`src/rtl/mdio_pkg.sv`:
```
package mdio_pkg;
  localparam int FRAME_BITS = 64;
  localparam int SLOTS      = FRAME_BITS + 1;
  localparam int IDX_W      = 7;
  localparam int TA2_SLOT   = 47;
  localparam int DATA_SLOT  = 48;
  localparam int TA1_SLOT   = 46;

  typedef enum logic [1:0] {
    OPC_READ  = 2'b10,
    OPC_WRITE = 2'b01
  } mdio_opc_e;

  typedef struct packed {
    logic       is_write;
    logic [4:0] phy;
    logic [4:0] regad;
  } mdio_cmd_t;
endpackage

```
`src/rtl/mdio_clkgen.sv`:
```
module mdio_clkgen #(
  parameter int HALF_DIV = 20
) (
  input  logic clk,
  input  logic rst_n,
  input  logic run,
  output logic mdc,
  output logic rise_stb,
  output logic fall_stb
);
  localparam int CW = (HALF_DIV > 1) ? $clog2(HALF_DIV) : 1;
  localparam logic [CW-1:0] LAST = CW'(HALF_DIV - 1);

  logic [CW-1:0] cnt_q, cnt_d;
  logic          ph_q, ph_d;
  logic          wrap;

  assign wrap     = run && (cnt_q == LAST);
  assign rise_stb = wrap && !ph_q;
  assign fall_stb = wrap && ph_q;
  assign mdc      = ph_q;

  always_comb begin
    cnt_d = cnt_q;
    ph_d  = ph_q;
    if (!run) begin
      cnt_d = '0;
      ph_d  = 1'b0;
    end else if (wrap) begin
      cnt_d = '0;
      ph_d  = !ph_q;
    end else begin
      cnt_d = cnt_q + 1'b1;
    end
  end

  always_ff @(posedge clk or negedge rst_n) begin
    if (!rst_n) begin
      cnt_q <= '0;
      ph_q  <= 1'b0;
    end else begin
      cnt_q <= cnt_d;
      ph_q  <= ph_d;
    end
  end
endmodule

```
`src/rtl/mdio_frame.sv`:
```
module mdio_frame
  import mdio_pkg::*;
(
  input  logic        clk,
  input  logic        rst_n,
  input  logic        start,
  input  mdio_cmd_t   cmd,
  input  logic [15:0] wdata,
  input  logic        rise_stb,
  input  logic        fall_stb,
  input  logic        mdio_in,
  output logic        active,
  output logic        mdio_out,
  output logic        mdio_oe,
  output logic        end_stb,
  output logic [15:0] rx_data,
  output logic        rx_bad
);
  logic [FRAME_BITS-1:0] sr_q, sr_d;
  logic [IDX_W-1:0]      idx_q, idx_d;
  logic                  act_q, act_d;
  logic                  wr_q, wr_d;
  logic [15:0]           rx_q, rx_d;
  logic                  bad_q, bad_d;
  logic [1:0]            opc, ta;
  logic [IDX_W-1:0]      own_lim;

  assign opc = cmd.is_write ? OPC_WRITE : OPC_READ;
  assign ta  = cmd.is_write ? 2'b10 : 2'b11;

  assign own_lim  = wr_q ? IDX_W'(FRAME_BITS) : IDX_W'(TA1_SLOT);
  assign mdio_oe  = act_q && (idx_q < own_lim);
  assign mdio_out = mdio_oe && sr_q[FRAME_BITS-1];
  assign end_stb  = act_q && fall_stb && (idx_q == IDX_W'(SLOTS - 1));
  assign active   = act_q;
  assign rx_data  = rx_q;
  assign rx_bad   = bad_q;

  always_comb begin
    sr_d  = sr_q;
    idx_d = idx_q;
    act_d = act_q;
    wr_d  = wr_q;
    rx_d  = rx_q;
    bad_d = bad_q;
    if (start && !act_q) begin
      sr_d  = {32'hFFFF_FFFF, 2'b01, opc, cmd.phy, cmd.regad, ta,
               cmd.is_write ? wdata : 16'h0000};
      idx_d = '0;
      act_d = 1'b1;
      wr_d  = cmd.is_write;
      rx_d  = '0;
      bad_d = 1'b0;
    end else if (act_q) begin
      if (rise_stb && !wr_q) begin
        if (idx_q == IDX_W'(TA2_SLOT)) begin
          bad_d = mdio_in;
        end
        if (idx_q >= IDX_W'(DATA_SLOT) && idx_q < IDX_W'(FRAME_BITS)) begin
          rx_d = {rx_q[14:0], mdio_in};
        end
      end
      if (fall_stb) begin
        sr_d = {sr_q[FRAME_BITS-2:0], 1'b0};
        if (idx_q == IDX_W'(SLOTS - 1)) begin
          act_d = 1'b0;
        end else begin
          idx_d = idx_q + 1'b1;
        end
      end
    end
  end

  always_ff @(posedge clk or negedge rst_n) begin
    if (!rst_n) begin
      sr_q  <= '0;
      idx_q <= '0;
      act_q <= 1'b0;
      wr_q  <= 1'b0;
      rx_q  <= '0;
      bad_q <= 1'b0;
    end else begin
      sr_q  <= sr_d;
      idx_q <= idx_d;
      act_q <= act_d;
      wr_q  <= wr_d;
      rx_q  <= rx_d;
      bad_q <= bad_d;
    end
  end
endmodule

```
`src/rtl/mdio_master.sv`:
```
module mdio_master
  import mdio_pkg::*;
#(
  parameter int HALF_DIV = 20
) (
  input  logic        clk,
  input  logic        rst_n,
  input  logic        csr_we,
  input  logic        csr_sel,
  input  logic [15:0] csr_wdata,
  output logic [15:0] rd_data,
  output logic        busy,
  output logic        done,
  output logic        no_resp,
  output logic        mdc,
  output logic        mdio_out,
  output logic        mdio_oe,
  input  logic        mdio_in
);
  logic        act;
  logic        rise_stb, fall_stb, end_stb;
  logic        start;
  logic [15:0] rx_data;
  logic        rx_bad;
  logic        cmd_wr_q;
  mdio_cmd_t   cmd;

  logic [15:0] data_q, data_d;
  logic        done_q, done_d;
  logic        nr_q, nr_d;

  assign cmd.is_write = csr_wdata[10];
  assign cmd.phy      = csr_wdata[9:5];
  assign cmd.regad    = csr_wdata[4:0];
  assign start        = csr_we && !csr_sel && !act;

  mdio_clkgen #(.HALF_DIV(HALF_DIV)) clkgen_i (
    .clk      (clk),
    .rst_n    (rst_n),
    .run      (act),
    .mdc      (mdc),
    .rise_stb (rise_stb),
    .fall_stb (fall_stb)
  );

  mdio_frame frame_i (
    .clk      (clk),
    .rst_n    (rst_n),
    .start    (start),
    .cmd      (cmd),
    .wdata    (data_q),
    .rise_stb (rise_stb),
    .fall_stb (fall_stb),
    .mdio_in  (mdio_in),
    .active   (act),
    .mdio_out (mdio_out),
    .mdio_oe  (mdio_oe),
    .end_stb  (end_stb),
    .rx_data  (rx_data),
    .rx_bad   (rx_bad)
  );

  always_comb begin
    data_d = data_q;
    done_d = done_q;
    nr_d   = nr_q;
    if (start) begin
      done_d = 1'b0;
      nr_d   = 1'b0;
    end else if (csr_we && csr_sel && !act) begin
      data_d = csr_wdata;
    end
    if (end_stb) begin
      done_d = 1'b1;
      if (!cmd_wr_q) begin
        nr_d   = rx_bad;
        data_d = rx_bad ? 16'hFFFF : rx_data;
      end
    end
  end

  always_ff @(posedge clk or negedge rst_n) begin
    if (!rst_n) begin
      data_q   <= '0;
      done_q   <= 1'b0;
      nr_q     <= 1'b0;
      cmd_wr_q <= 1'b0;
    end else begin
      data_q <= data_d;
      done_q <= done_d;
      nr_q   <= nr_d;
      if (start) begin
        cmd_wr_q <= cmd.is_write;
      end
    end
  end

  assign rd_data = data_q;
  assign busy    = act;
  assign done    = done_q;
  assign no_resp = nr_q;
endmodule

```
`config.mk`:
```
export PLATFORM = sky130hd
export DESIGN_NAME = mdio_master
export DESIGN_NICKNAME = d
export VERILOG_FILES = /design/src/rtl/mdio_pkg.sv /design/src/rtl/mdio_clkgen.sv /design/src/rtl/mdio_frame.sv /design/src/rtl/mdio_master.sv
export SDC_FILE = /design/constraint.sdc
export NUM_CORES = 1
export LEC_CHECK = 0
export ABC_AREA = 1
export CORE_ASPECT_RATIO = 0.6
export CORE_MARGIN = 4
export CORE_UTILIZATION = 30
export CTS_BUF_LIST = sky130_fd_sc_hd__clkbuf_16
export CTS_CLUSTER_DIAMETER = 120
export CTS_CLUSTER_SIZE = 14
export DETAILED_ROUTE_END_ITERATION = 8
export GPL_TIMING_DRIVEN = 0
export MAX_ROUTING_LAYER = met4
export PLACE_DENSITY = 0.51
export REMOVE_ABC_BUFFERS = 1
export SLEW_MARGIN = 20
export SYNTH_ARGS = -nofsm -noshare
export SYNTH_HDL_FRONTEND = slang
export SYNTH_SLANG_ARGS = --single-unit
```
`constraint.sdc`:
```
create_clock -name clk -period 4.6 [get_ports clk]
set_input_delay 0.92 -clock clk [delete_from_list [all_inputs] [get_ports clk]]
set_output_delay 0.92 -clock clk [all_outputs]
set_load 0.01 [all_outputs]
```
==> flow_metrics.py <==
metrics = {
    "outcome": {
        "status": "finished clean",
    },
    "grt": {
        "met2_usage": 0.183,
        "grt_pass1_wl_um": 23500,
        "grt_overflow": 0,
        "antenna_found_initial": 0,
        "grt_max_degree": 77,
        "grt_use_met1": 0.220,
        "grt.busiest_layer": "met1",
        "grt.total_usage": 0.144,
        "met3_usage": 0.0414,
        "grt_pass1_vias": 4350,
    },
    "cts": {
        "clock_latency_ns": 0.42,
        "numCtsBuffers": 17,
        "root_buffer": "clkbuf_16",
        "clk_pin_slew_worst_paths_ns": 0.06,
        "cts_tree": "built",
        "htree_levels": 4,
        "cts.sinks": 114,
        "clock_path_buffers": 2,
    },
    "worst_setup_path": {
        "critPathKind": "reg -> out",
        "cp_data_required_time_ns": 3.68,
        "cp.arrival_ns": 3.12,
        "cp_max_fo": 23,
        "cp-startpoint": "cmd_wr_q",
        "endpoint_kind": "output pin",
        "rr_startpoint": "frame_i.active",
        "cp-start-kind": "flip-flop",
    },
    "cells_and_area": {
        "final_layout_size_suffix_gt1_frac": 0.0568,
        "fillers": 1922,
        "areaGrowthSynthToFinish_pct": 18.3,
        "fin_cells": 1014,
        "fin_nets": 788,
        "fin_util": 0.368,
        "n_antenna_cell": 0,
    },
    "drt": {
        "drcViolationCount": 0,
        "drtPass1Iterations": 5,
        "final_antenna_net_count": 0,
        "drt-total-wl_um": 14100,
        "drt-initial-drc-count": 332,
        "viasPerCell": 4.55,
        "vias": 4616,
        "wl_per_cell_um": 13.9,
    },
    "place": {
        "numPortBuffers": 42,
        "gp_congestion": 0.779,
        "dp_cells": 982,
        "dpl.hpwl_um": 8530,
    },
    "pwr": {
        "p_leak_nw": 3.41,
        "total_power_mw": 2.45,
        "p_per_area_mw_per_mm2": 362,
        "ir_drop_uv": 255,
    },
    "yosys": {
        "ys_seq_elements": 114,
        "synth-edff-count": 0,
        "yosys.area.top_type": "dfrtp_1",
        "ys_warn_count": 0,
        "yosysTopAreaCellShare": 0.499,
        "yosysMostFrequentCell": "nand2_1",
        "ys_top_cells_by_area": "dfrtp_1 (50%), nand2_1 (21%), o21ai_0 (7.9%)",
        "synth_commonest_cells": "nand2_1 (323), dfrtp_1 (114), o21ai_0 (90)",
        "syn_inst": 744,
        "async_flop_share": 1.00,
        "netlist_area_sq_mm": 0.00572,
        "synth_cell_types": 31,
        "synthFlopType": "dfrtp_1",
        "seq_area_frac_synth": 0.499,
        "postSynthAreaPerCell_sq_um": 7.69,
    },
    "sta": {
        "fin_crit_sh": 0.878,
        "slew_viol_final": 0,
        "skew_ns": 0.0124,
        "fin_setup_tns_ns": 0,
        "rsz0062_at_grt": "no",
        "worstMarginPinSlew_ns": 0.994,
        "relSlewSlack": 0.337,
        "holdWs_ns": 0.462,
        "fmax_mhz": 248,
        "report.final.hold_viol_count": 0,
        "finalSetupViolations": 0,
        "fin_crit_ns": 4.04,
    },
    "floorplan": {
        "pin_count": 43,
        "fp.dieH_um": 115,
        "start_util": 0.311,
        "core-area_sq_mm": 0.0184,
        "dieArea_sq_mm": 0.0214,
        "num_rows": 38,
        "die_w_um": 186,
    },
    "hold_path": {
        "hp-class": "in -> async",
    },
    "run": {
        "drv_cap": 0,
    },
}
[layer usage]
metal | routed length (um) | share of wire
met1 | 7930 | 0.56
met2 | 5390 | 0.38
met3 | 700 | 0.050
met4 | 116 | 0.0082
met5 | 0 | 0
[layout by cell type, fill, tap and decap left out, types with 3 or more instances in the layout]
cell	n
clkdlybuf4s50_1	41
o211ai_1	6
inv_2	4
nand2_1	323
nand4_1	3
clkinv_2	6
clkbuf_16	17
ha_1	6
o21ai_1	23
nor2_1	21
nand3_1	38
bufinv_16	3
o21ai_0	90
xor2_1	5
dfrtp_1	113
inv_1	51
[cell families after synthesis]
logic type / Yosys count / share of synthesized area
AND/OR/NAND/NOR: 396 / 0.282
AO/OA/AOI/OAI: 124 / 0.113
flip-flops: 114 / 0.499
buffers and inverters: 98 / 0.0842
XOR/XNOR: 6 / 0.00919
adder cells (fa/ha/maj): 6 / 0.0131
[sequential cells by signal (all words and copies together), names as in the netlist]
name and cells:
clkgen_i.cnt_q 5, clkgen_i.mdc 1, cmd_wr_q 1, done 1
frame_i.active 1, frame_i.idx_q 7, frame_i.rx_bad 1, frame_i.rx_data 16
frame_i.sr_q 64, no_resp 1, rd_data 16
[report_power, final]
group          switching, mW  internal (mW)
Sequential            0.0142           1.03
Clock                  0.471          0.835
Combinational         0.0615         0.0406
[through the flow]
step	setup slack, ns	area (sq um)
2_1_floorplan	1.71	5440
3_3_place_gp	-2.15	6160
3_5_place_dp	0.160	6190
4_1_cts	0.139	6770
5_1_grt	0.274	6770
6_report	0.563	6770
[timing repair]
| item | CTS | global route |
|---|---|---|
| hold buffers | 0 | 0 |
| resized for setup | 0 | 1 |
| endpoints found under the setup margin | 0 | 2 |
| setup buffers | 0 | 0 |
[final timing paths]
check	end	slack [ns]	depth (start not counted)
worst max-delay path	mdio_out	0.56	7
worst min-delay path	frame_i.sr_q[42]	0.46	1
worst max register to register	frame_i.sr_q[29]	1.48	6
worst min register to register	frame_i.sr_q[50]	0.46	2
max in group asynchronous	frame_i.sr_q[28]	3.45	2
min in group clk	frame_i.sr_q[50]	0.46	2
[critical path, stage by stage (launching register included)]
cell and delay (ns):
dfrtp_2 0.65, inv_1 0.45, ha_1 0.44, a21oi_1 0.18, o21a_1 0.14, nand3_1 0.15
nor2_1 0.14, clkdlybuf4s50_1 0.54
[layout make-up]
| class | instances | area (sq um) | share of cell area |
|---|---|---|---|
| Multi-Input combinational cell | 532 | 2390 | 0.353 |
| Timing Repair Buffer | 43 | 449 | 0.0664 |
| Inverter | 53 | 199 | 0.0294 |
| Tap cell | 240 | 300 | 0.0444 |
| Sequential cell | 114 | 2850 | 0.422 |
| Clock buffer | 17 | 425 | 0.0628 |
| Clock inverter | 15 | 150 | 0.0222 |
Power figures use the tool's default switching activity.
